File: src/rtl/golden_cmp_pkg.sv
package golden_cmp_pkg;
  typedef enum logic [1:0] {
    ST_IDLE  = 2'd0,
    ST_ARMED = 2'd1,
    ST_RUN   = 2'd2,
    ST_DRAIN = 2'd3
  } gc_state_e;
endpackage

File: src/rtl/gc_seq.sv
// Run sequencer: owns the sample index, the reference address and the
// one-stage live holding register that lines up with the memory latency.
module gc_seq
  import golden_cmp_pkg::*;
#(
  parameter int W  = 16,
  parameter int AW = 8
) (
  input  logic          clk,
  input  logic          rst,
  input  logic          arm,
  input  logic          run_start,
  input  logic          cfg_repeat,
  input  logic [AW-1:0] cfg_last,
  input  logic          live_valid,
  input  logic [W-1:0]  live_data,
  input  logic          stop_hit,
  output logic [AW-1:0] ref_addr,
  output logic          s1_valid,
  output logic [W-1:0]  s1_data,
  output logic [AW-1:0] s1_idx,
  output logic          s1_last,
  output logic          run_clear,
  output logic          capture_active
);
  gc_state_e     state;
  logic [AW-1:0] idx;
  logic          accept;
  logic          at_last;

  assign at_last        = (idx == cfg_last);
  assign accept         = (state == ST_RUN) && live_valid && !stop_hit;
  assign run_clear      = (state == ST_ARMED) && run_start;
  assign ref_addr       = idx;
  assign capture_active = (state == ST_RUN);

  always_ff @(posedge clk) begin
    if (rst) begin
      state    <= ST_IDLE;
      idx      <= '0;
      s1_valid <= 1'b0;
      s1_data  <= '0;
      s1_idx   <= '0;
      s1_last  <= 1'b0;
    end else begin
      s1_valid <= accept;
      if (accept) begin
        s1_data <= live_data;
        s1_idx  <= idx;
        s1_last <= at_last;
      end
      unique case (state)
        ST_IDLE: if (arm) state <= ST_ARMED;
        ST_ARMED: begin
          if (run_start) begin
            state <= ST_RUN;
            idx   <= '0;
          end
        end
        ST_RUN: begin
          if (stop_hit) state <= ST_IDLE;
          else if (accept) begin
            if (at_last) state <= ST_DRAIN;
            else         idx   <= idx + 1'b1;
          end
        end
        ST_DRAIN: begin
          if (stop_hit)        state <= ST_IDLE;
          else if (cfg_repeat) state <= ST_ARMED;
          else                 state <= ST_IDLE;
        end
        default: state <= ST_IDLE;
      endcase
    end
  end

  // every accepted non-final sample moves the reference address by one
  p_addr_step_r7: assert property (@(posedge clk) disable iff (rst)
    (capture_active && live_valid && !stop_hit && ref_addr != cfg_last)
      |=> ref_addr == $past(ref_addr) + 1'b1);

  // an idle cycle leaves the address where it was
  p_addr_hold_r7: assert property (@(posedge clk) disable iff (rst)
    (capture_active && !live_valid) |=> $stable(ref_addr));

  // every run begins at index zero
  p_restart_zero_r8: assert property (@(posedge clk) disable iff (rst)
    $rose(capture_active) |-> ref_addr == '0);

  // nothing enters the compare stage outside an active run
  p_idle_ignore_r12: assert property (@(posedge clk) disable iff (rst)
    !capture_active |=> !s1_valid);
endmodule

File: src/rtl/gc_diff.sv
// Masked XOR stage: compares the held live word with the reference word
// returned by the memory and registers the result for the outputs.
module gc_diff #(
  parameter int W = 16
) (
  input  logic         clk,
  input  logic         rst,
  input  logic         s1_valid,
  input  logic [W-1:0] s1_data,
  input  logic [W-1:0] ref_data,
  input  logic [W-1:0] cfg_mask,
  output logic         mism_c,
  output logic         cmp_valid,
  output logic         cmp_mismatch,
  output logic [W-1:0] cmp_diff
);
  logic [W-1:0] diff_c;

  assign diff_c = (s1_data ^ ref_data) & cfg_mask;
  assign mism_c = s1_valid && (diff_c != '0);

  always_ff @(posedge clk) begin
    if (rst) begin
      cmp_valid    <= 1'b0;
      cmp_mismatch <= 1'b0;
      cmp_diff     <= '0;
    end else begin
      cmp_valid <= s1_valid;
      if (s1_valid) begin
        cmp_mismatch <= mism_c;
        cmp_diff     <= diff_c;
      end
    end
  end

  // no reported difference bit lies outside the mask
  p_diff_in_mask_r2: assert property (@(posedge clk) disable iff (rst)
    cmp_valid |-> (cmp_diff & ~$past(cfg_mask)) == '0);

  // the flag agrees with the vector it is reported with
  p_flag_matches_r1: assert property (@(posedge clk) disable iff (rst)
    cmp_valid |-> cmp_mismatch == (cmp_diff != '0));
endmodule

File: src/rtl/gc_tally.sv
// Difference counter, limit check, index capture and end-of-run status.
module gc_tally #(
  parameter int AW = 8,
  parameter int CW = 16
) (
  input  logic          clk,
  input  logic          rst,
  input  logic          clear,
  input  logic          eval,
  input  logic          mism,
  input  logic [AW-1:0] s_idx,
  input  logic          s_last,
  input  logic [CW-1:0] cfg_limit,
  output logic          stop_hit,
  output logic [CW-1:0] diff_count,
  output logic [AW-1:0] first_idx,
  output logic [AW-1:0] hit_idx,
  output logic          halted,
  output logic          run_done,
  output logic          run_pass
);
  logic          inc;
  logic [CW-1:0] cnt_nx;

  assign inc      = eval && mism;
  assign cnt_nx   = diff_count + {{(CW-1){1'b0}}, inc};
  assign stop_hit = inc && (cfg_limit != '0) && (cnt_nx == cfg_limit);

  always_ff @(posedge clk) begin
    if (rst) begin
      diff_count <= '0;
      first_idx  <= '0;
      hit_idx    <= '0;
      halted     <= 1'b0;
      run_done   <= 1'b0;
      run_pass   <= 1'b0;
    end else begin
      run_done <= 1'b0;
      if (clear) begin
        diff_count <= '0;
        first_idx  <= '0;
        hit_idx    <= '0;
        halted     <= 1'b0;
      end else if (eval) begin
        diff_count <= cnt_nx;
        if (inc && diff_count == '0) first_idx <= s_idx;
        if (stop_hit) begin
          halted  <= 1'b1;
          hit_idx <= s_idx;
        end
        if (s_last || stop_hit) begin
          run_done <= 1'b1;
          run_pass <= (cnt_nx == '0);
        end
      end
    end
  end

  // the count moves by at most one sample per cycle within a run
  p_count_step_r3: assert property (@(posedge clk) disable iff (rst)
    !$past(clear) |-> (diff_count == $past(diff_count)) ||
                      (diff_count == $past(diff_count) + CW'(1)));

  // halting happens exactly at the programmed limit
  p_stop_at_limit_r4: assert property (@(posedge clk) disable iff (rst)
    $rose(halted) |-> diff_count == $past(cfg_limit));

  // a zero limit never halts
  p_zero_never_stops_r5: assert property (@(posedge clk) disable iff (rst)
    $rose(halted) |-> $past(cfg_limit) != '0);

  // pass flag reflects an empty difference count
  p_pass_r9: assert property (@(posedge clk) disable iff (rst)
    run_done |-> run_pass == (diff_count == '0));

  // the first mismatch never comes after the halting one
  p_first_le_hit_r6: assert property (@(posedge clk) disable iff (rst)
    halted |-> first_idx <= hit_idx);
endmodule

File: src/rtl/golden_cmp.sv
module golden_cmp #(
  parameter int W  = 16,
  parameter int AW = 8,
  parameter int CW = 16
) (
  input  logic          clk,
  input  logic          rst,
  input  logic [W-1:0]  cfg_mask,
  input  logic [CW-1:0] cfg_limit,
  input  logic [AW-1:0] cfg_last,
  input  logic          cfg_repeat,
  input  logic          arm,
  input  logic          run_start,
  input  logic          live_valid,
  input  logic [W-1:0]  live_data,
  output logic [AW-1:0] ref_addr,
  input  logic [W-1:0]  ref_data,
  output logic          capture_active,
  output logic          cmp_valid,
  output logic          cmp_mismatch,
  output logic [W-1:0]  cmp_diff,
  output logic [CW-1:0] diff_count,
  output logic [AW-1:0] first_idx,
  output logic [AW-1:0] hit_idx,
  output logic          halted,
  output logic          run_done,
  output logic          run_pass
);
  logic          stop_hit;
  logic          s1_valid;
  logic [W-1:0]  s1_data;
  logic [AW-1:0] s1_idx;
  logic          s1_last;
  logic          run_clear;
  logic          mism_c;

  gc_seq #(.W(W), .AW(AW)) u_seq (
    .clk            (clk),
    .rst            (rst),
    .arm            (arm),
    .run_start      (run_start),
    .cfg_repeat     (cfg_repeat),
    .cfg_last       (cfg_last),
    .live_valid     (live_valid),
    .live_data      (live_data),
    .stop_hit       (stop_hit),
    .ref_addr       (ref_addr),
    .s1_valid       (s1_valid),
    .s1_data        (s1_data),
    .s1_idx         (s1_idx),
    .s1_last        (s1_last),
    .run_clear      (run_clear),
    .capture_active (capture_active)
  );

  gc_diff #(.W(W)) u_diff (
    .clk          (clk),
    .rst          (rst),
    .s1_valid     (s1_valid),
    .s1_data      (s1_data),
    .ref_data     (ref_data),
    .cfg_mask     (cfg_mask),
    .mism_c       (mism_c),
    .cmp_valid    (cmp_valid),
    .cmp_mismatch (cmp_mismatch),
    .cmp_diff     (cmp_diff)
  );

  gc_tally #(.AW(AW), .CW(CW)) u_tally (
    .clk        (clk),
    .rst        (rst),
    .clear      (run_clear),
    .eval       (s1_valid),
    .mism       (mism_c),
    .s_idx      (s1_idx),
    .s_last     (s1_last),
    .cfg_limit  (cfg_limit),
    .stop_hit   (stop_hit),
    .diff_count (diff_count),
    .first_idx  (first_idx),
    .hit_idx    (hit_idx),
    .halted     (halted),
    .run_done   (run_done),
    .run_pass   (run_pass)
  );

  // once halted for more than a cycle, no result is reported
  p_quiet_after_stop_r4: assert property (@(posedge clk) disable iff (rst)
    (halted && $past(halted)) |-> !cmp_valid);

  // capture is off whenever the run has halted
  p_capture_off_halted_r10: assert property (@(posedge clk) disable iff (rst)
    halted |-> !capture_active);
endmodule

File: config.mk
export PLATFORM = sky130hd
export DESIGN_NAME = golden_cmp
export DESIGN_NICKNAME = d
export VERILOG_FILES = /design/src/rtl/golden_cmp_pkg.sv /design/src/rtl/gc_seq.sv /design/src/rtl/gc_diff.sv /design/src/rtl/gc_tally.sv /design/src/rtl/golden_cmp.sv
export SDC_FILE = /design/constraint.sdc
export NUM_CORES = 1
export LEC_CHECK = 0
export BUFFER_PORTS_ARGS = -buffer_cell sky130_fd_sc_hd__clkbuf_2
export CORE_MARGIN = 8
export CORE_UTILIZATION = 47
export DETAILED_ROUTE_END_ITERATION = 8
export GPL_ROUTABILITY_DRIVEN = 0
export GPL_TIMING_DRIVEN = 1
export PLACE_DENSITY = 0.85
export REMOVE_ABC_BUFFERS = 1
export SLEW_MARGIN = 20
export SYNTH_ARGS = -nofsm -noshare
export SYNTH_HDL_FRONTEND = slang
export SYNTH_HIERARCHICAL = 1
export SYNTH_SLANG_ARGS = --single-unit
File: constraint.sdc
create_clock -name clk -period 3.8 [get_ports clk]
set_input_delay 0.19 -clock clk [delete_from_list [all_inputs] [get_ports clk]]
set_output_delay 0.19 -clock clk [all_outputs]
set_load 0.02 [all_outputs]
Yosys cells after proc, flatten, opt, wreduce, memory -nomap -nowiden:

Index checks and enable logic that the tools add are counted.

* flip-flop bits (word level): 89
* input port bits: 78
* output and inout bits: 62
* logic and storage cells: 70

* add/sub/neg operators: 2
* equal/unequal tests: 12
* muxes and demuxes: 14
* bitwise operators: 4
* reductions and logical operators: 23

Operators with widths (count)
* 16-bit logical NOT: 2
* 8-bit two-way mux: 4
* 16-bit nonzero test: 2
* 16-bit by 1-bit adder with 16-bit output: 1
* 16-bit bitwise AND: 1
* 16-bit equality test: 1
* 8-bit case mux with 2 select lines: 1
* 16-bit XOR: 1
* 2-bit two-way mux: 6
* 8-bit by 1-bit adder with 8-bit output (second input constant): 1
* 8-bit equality test: 1
* 1-bit logical AND: 8
* 2-bit != test (second input constant): 4
* 2-bit case mux with 4 select lines: 1
* 3-bit by 1-bit != test with 1-bit output (second input constant): 2
* 5-bit AND reduction: 1
* 2-bit equality test (second input constant): 2
* 2-bit AND reduction: 2
* 4-bit AND reduction: 1
* 3-bit AND reduction: 1
* 3-bit OR reduction: 1
* 2-bit by 1-bit equality test with 1-bit output (second input constant): 1
* 2-bit logical NOT: 1
* 1-bit two-way mux: 2
* 6 further kinds: 7

Depth between registers and ports, before layout:

* depth in word-level cells: 13
* gate-level depth with buffers: 23
* mapped depth without buffers: 20

By module:

The synthesis kept the hierarchy.

By module, submodules not included
* gc_tally: instances 1, cells each 256, area each 2142.1 sq um, seq. area each 700.7 sq um
* gc_seq: instances 1, cells each 184, area each 1471.4 sq um, seq. area each 720.7 sq um
* gc_diff: instances 1, cells each 102, area each 934.6 sq um, seq. area each 360.3 sq um

Worst setup path after synthesis:

No wires, ideal clock.

* path type: reg2reg
* start: register u_seq.s1_data[13]
* end: register u_seq.idx[7], in the netlist u_seq/ref_addr[7]
* setup time: 0.122 ns
* arrival: 4.104 ns
* required time: 3.678 ns
* setup slack: -0.426 ns
* stages on the path, launching flop included: 23
* path buffers: 2
* clock period less this slack: 4.226 ns
* cells stage by stage: dfxtp_1 > xor2_1 > a22o_1 > a221oi_2 > and3_1 > a21boi_1 > nand2_1 > inv_1 > ha_1 > ha_1 > nand3_2 > or3_1 > a221o_1 > a211oi_2 > nand4_1 > nor3b_1 > nor3b_2 > and2_1 > buf_4 > o21ai_2 > buf_2 > nor4_1 > a311o_1

* cells in the longest elaborated chain, start to end: 12
* elaborated cells between the ends (all ways): 14
* those cells by class: add/sub (1); eq/ne (3); bitwise (2); reduce/logical (8)

RTL lines
* from (decl): line gc_seq.sv:20 `output logic [W-1:0] s1_data,`
* from (signal assigned): line gc_seq.sv:48 `s1_data <= live_data;`
* 16-bit XOR (*): line gc_diff.sv:19 `assign diff_c = (s1_data ^ ref_data) & cfg_mask;`
* 16-bit bitwise AND (*): line gc_diff.sv:19
* 16-bit nonzero test (*): line gc_diff.sv:20 `assign mism_c = s1_valid && (diff_c != '0);`
* 1-bit logical AND (*): line gc_diff.sv:20
* net mism_c: line golden_cmp.sv:35 `logic mism_c;`
* 1-bit logical AND (*): line gc_tally.sv:25 `assign inc = eval && mism;`
* 16-bit by 1-bit adder with 16-bit output: line gc_tally.sv:26 `assign cnt_nx = diff_count + {{(CW-1){1'b0}}, inc};`
* 16-bit equality test: line gc_tally.sv:27 `assign stop_hit = inc && (cfg_limit != '0) && (cnt_nx == cfg_limit);`
* 1-bit logical AND (*): line gc_tally.sv:27
* net stop_hit: line golden_cmp.sv:29 `logic stop_hit;`
* 1-bit logical NOT: line gc_seq.sv:32 `assign accept = (state == ST_RUN) && live_valid && !stop_hit;`
* 1-bit logical AND: line gc_seq.sv:32
* 2-bit by 1-bit != test with 1-bit output (no line)
* 5-bit AND reduction (no line) (*)
* to (signal assigned): line gc_seq.sv:64 `else idx <= idx + 1'b1;`
* to (decl): line gc_seq.sv:27 `logic [AW-1:0] idx;`

Mark *: on every way through the listed nets, which the timed path passes. The rest lies on a longest branch.
A chain may end at the register's enable or synchronous reset.

Worst setup path after layout:

* start: register u_seq.s1_data[2]
* end: register u_seq.idx[7], in the netlist u_seq/ref_addr[7]

The elaborated chain is that of the path after synthesis.

==> impl_metrics.ini <==
[synthesis]
synth_seq_area_share_pct = 39.2
syn_avg_cell_area_um2 = 8.39
synthTopCellsByArea = dfxtp_1 39%, xnor2_1 5.8%, a21oi_1 5.7%, nand2_1 5.5%, xor2_1 5.4%
synth_edf_count = 0
synthCells = 542
synth_cell_type_count = 56
synth.ff_latch_count = 89
yosysTopAreaCellShare_pct = 39.2
async_flop_share_pct = 0
netlist_area_um2 = 4550
ys_dominant_reg_cell = dfxtp_1
yosysWarningCount = 6
synth_area_leader_cell = dfxtp_1

[pwr]
switching_share_pct = 24.0
cell_internal_pwr_mw = 1.40
comb_power_share_pct = 10.7
power_switching_mw = 0.442
clock_power_share_pct = 37.8
p_seq_share_pct = 51.5
p_per_area_nw_per_um2 = 299
p_leak_nw = 2.50
vdd_drop_max_mv = 0.231

[detailed_routing]
avgRoutedWirePerCell_um = 17.1
detail-route-antenna-nets = 0
routed_via_density = 5.51
first_pass_iters = 5
drt_iter0_drc = 395
drc = 0
vias = 4662
drt_wl_total_mm = 14.4

[timing]
tns_ns = -5.60
skew_ns = 0.0179
worst_slew_pin_slew_ns = 0.697
rsz0062_at_grt = yes
slew_headroom_pct = 53.5
drv_slew = 0
fin_crit_sh_pct = 106
finalSetupViolations = 43
finalCriticalPeriod_ns = 4.05
max_freq_mhz = 247
hold_viol_final = 0
setup_slack_ns = -0.245

[cts]
holdBufCountCts = 0
cts_sinks = 89
cts_tree = done
clk_pin_slew_worst_paths_ns = 0.09
cts_made_buffers = 9
cts_root_buffer = clkbuf_8
h-tree-depth = 3
clockBufferDepth = 2
clock_latency_ns = 0.36

[die]
die_y_um = 114
pin_count = 140
rows = 36
die-area_um2 = 13100
start_util_pct = 47.4
die_w_um = 114
core_um2 = 9590

[finish]
fin_util_pct = 64.2
antennaDiodeCount = 0
multiInputGateArea_um2 = 2850
nNetsFinal = 791
drive_gt1_share_pct = 36.7
syn_to_final_growth_pct = 35.5
nFillCells = 817
seq_area_um2 = 1790
finish.instance_area_um2 = 6160

[critical_path]
critPathKind = reg2reg
cp.arrival_ns = 4.29
crit_path_end_kind = flop
crit_fanout = 6
required_ns = 4.04
cp-start-kind = flop

[global_routing]
grt_max_degree = 50
grt_pass1_wl_mm = 21.6
grt_usage_pct = 20.4
grt_pass1_vias = 4579
grt-ovfl-total = 0
antenna_found_initial = 0

[placement]
port_buffers = 139
dp_hpwl_mm = 9.79
placed_area_um2 = 5520

[status]
violations = setup timing
status = finished, violations left

[min_path]
hold_path.class = in2reg

[run]
cap_violations = 0
state kept, by name, indices dropped and copies added (netlist names):
name / count
u_seq/s1_last: 1
u_tally/run_done: 1
u_seq/ref_addr: 8
u_tally/hit_idx: 8
u_tally/run_pass: 1
u_tally/diff_count: 16
u_diff/cmp_diff: 16
u_tally/first_idx: 8
u_diff/cmp_valid: 1
u_diff/cmp_mismatch: 1
u_seq/s1_idx: 8
u_seq/s1_data: 16
u_seq/state: 2
u_tally/halted: 1
u_seq/s1_valid: 1
metrics by stage:
| stage | total power, mW | std cells | setup slack (ns) | hold WS [ns] |
|---|---|---|---|---|
| after floorplan | 1.04 | 508 | -1.03 | 0.258 |
| after global placement | 1.13 | 814 | -0.354 | 0.414 |
| after detailed placement | 1.14 | 814 | -0.530 | 0.421 |
| after CTS | 1.84 | 839 | -0.117 | 0.0196 |
| after global routing | 1.92 | 846 | -0.486 | 0.0326 |
| final | 1.84 | 846 | -0.245 | 0.0382 |
layer usage:
metal  wire (um)  global-route usage, %  vias up
li1            -                      -     2206
met1        5600                   23.1     2194
met2        7320                   35.8      218
met3        1020                   3.74       44
met4         487                   10.8        0
met5           0                      0        -
layout make-up:
class | instances | share of cell area (%)
Clock inverter | 5 | 1.28
Timing Repair Buffer | 189 | 18.4
Sequential cell | 89 | 29.0
Clock buffer | 10 | 2.07
Tap cell | 133 | 2.70
Inverter | 5 | 0.305
Multi-Input combinational cell | 415 | 46.3
final timing paths:
path                                  start  depth (start not counted)                             end  slack (ns)
max           u_seq/s1_data[2]$_SDFFE_PP0P_                         20  u_seq/ref_addr[7]$_SDFFE_PP0P_       -0.25
min                            live_data[1]                          3   u_seq/s1_data[1]$_SDFFE_PP0P_        0.04
max reg2reg   u_seq/s1_data[2]$_SDFFE_PP0P_                         20  u_seq/ref_addr[7]$_SDFFE_PP0P_       -0.25
min reg2reg  u_seq/s1_data[15]$_SDFFE_PP0P_                          2  u_seq/s1_data[15]$_SDFFE_PP0P_        0.47
power by group through the flow:
stage	sequential [mW]	clock [mW]	combinational [mW]
after floorplan	0.971	0	0.0725
after global placement	0.969	0	0.163
after detailed placement	0.969	0	0.168
after CTS	0.947	0.708	0.180
after global routing	0.950	0.753	0.212
final	0.949	0.695	0.197
cell families after synthesis:
family	after synthesis	share of synthesized area, %
multiplexers	21	4.62
adder cells (fa/ha/maj)	4	1.10
buffers and inverters	39	3.82
XOR/XNOR	61	12.2
AND/OR/NAND/NOR	235	26.5
AO/OA/AOI/OAI	93	12.5
flip-flops	89	39.2
worst max-delay path, stage by stage, from the launching register on:
cell	delay, ns
dfxtp_2	0.36
xor2_2	0.18
a22o_1	0.17
a221oi_2	0.05
and3_4	0.20
a21boi_1	0.13
nand2_1	0.11
inv_2	0.13
ha_4	0.15
ha_4	0.15
nand3_4	0.12
or3_1	0.38
a221o_1	0.32
a211oi_2	0.18
nand4_1	0.19
nor3b_4	0.32
nor3b_4	0.08
and2_4	0.18
o21ai_4	0.10
nor4bb_1	0.11
a311o_1	0.30
cells in the mapped netlist (all sizes together), types with 3 or more instances:
cell type / n
nand3: 34
buf: 14
nor2b: 5
dfxtp: 89
nor3b: 4
clkbuf: 20
a21oi: 52
nor2: 51
a22oi: 4
or3: 6
xor2: 31
nand4: 15
nand2: 67
xnor2: 30
or4: 3
o21ai: 17
ha: 4
nand2b: 19
mux2i: 21
and3: 4
nor3: 10
a22o: 4
and4: 3
inv: 5
nor4: 7
placed cells by master, fill, tap and decap left out, drive strengths merged, types with 5 or more instances in the layout:
master and count:
or3 6, nand3 34, a21oi 52, nand4 15
mux2i 21, xnor2 30, nor4 7, xor2 31
inv 6, nor2 51, nor2b 5, nor3 10
nand2b 19, nand2 67, dfxtp 89, o21ai 18
clkbuf 150, buf 49
repair_timing:
item                                   in CTS  in global routing
endpoints found under the hold margin       0                  0
setup endpoints to repair                  44                 44
pin swaps                                  27                 23
setup buffers                               9                 10
cloned                                      1                  1
gates resized for setup                    27                 39
No activity file was read; power rests on OpenSTA's default activity.
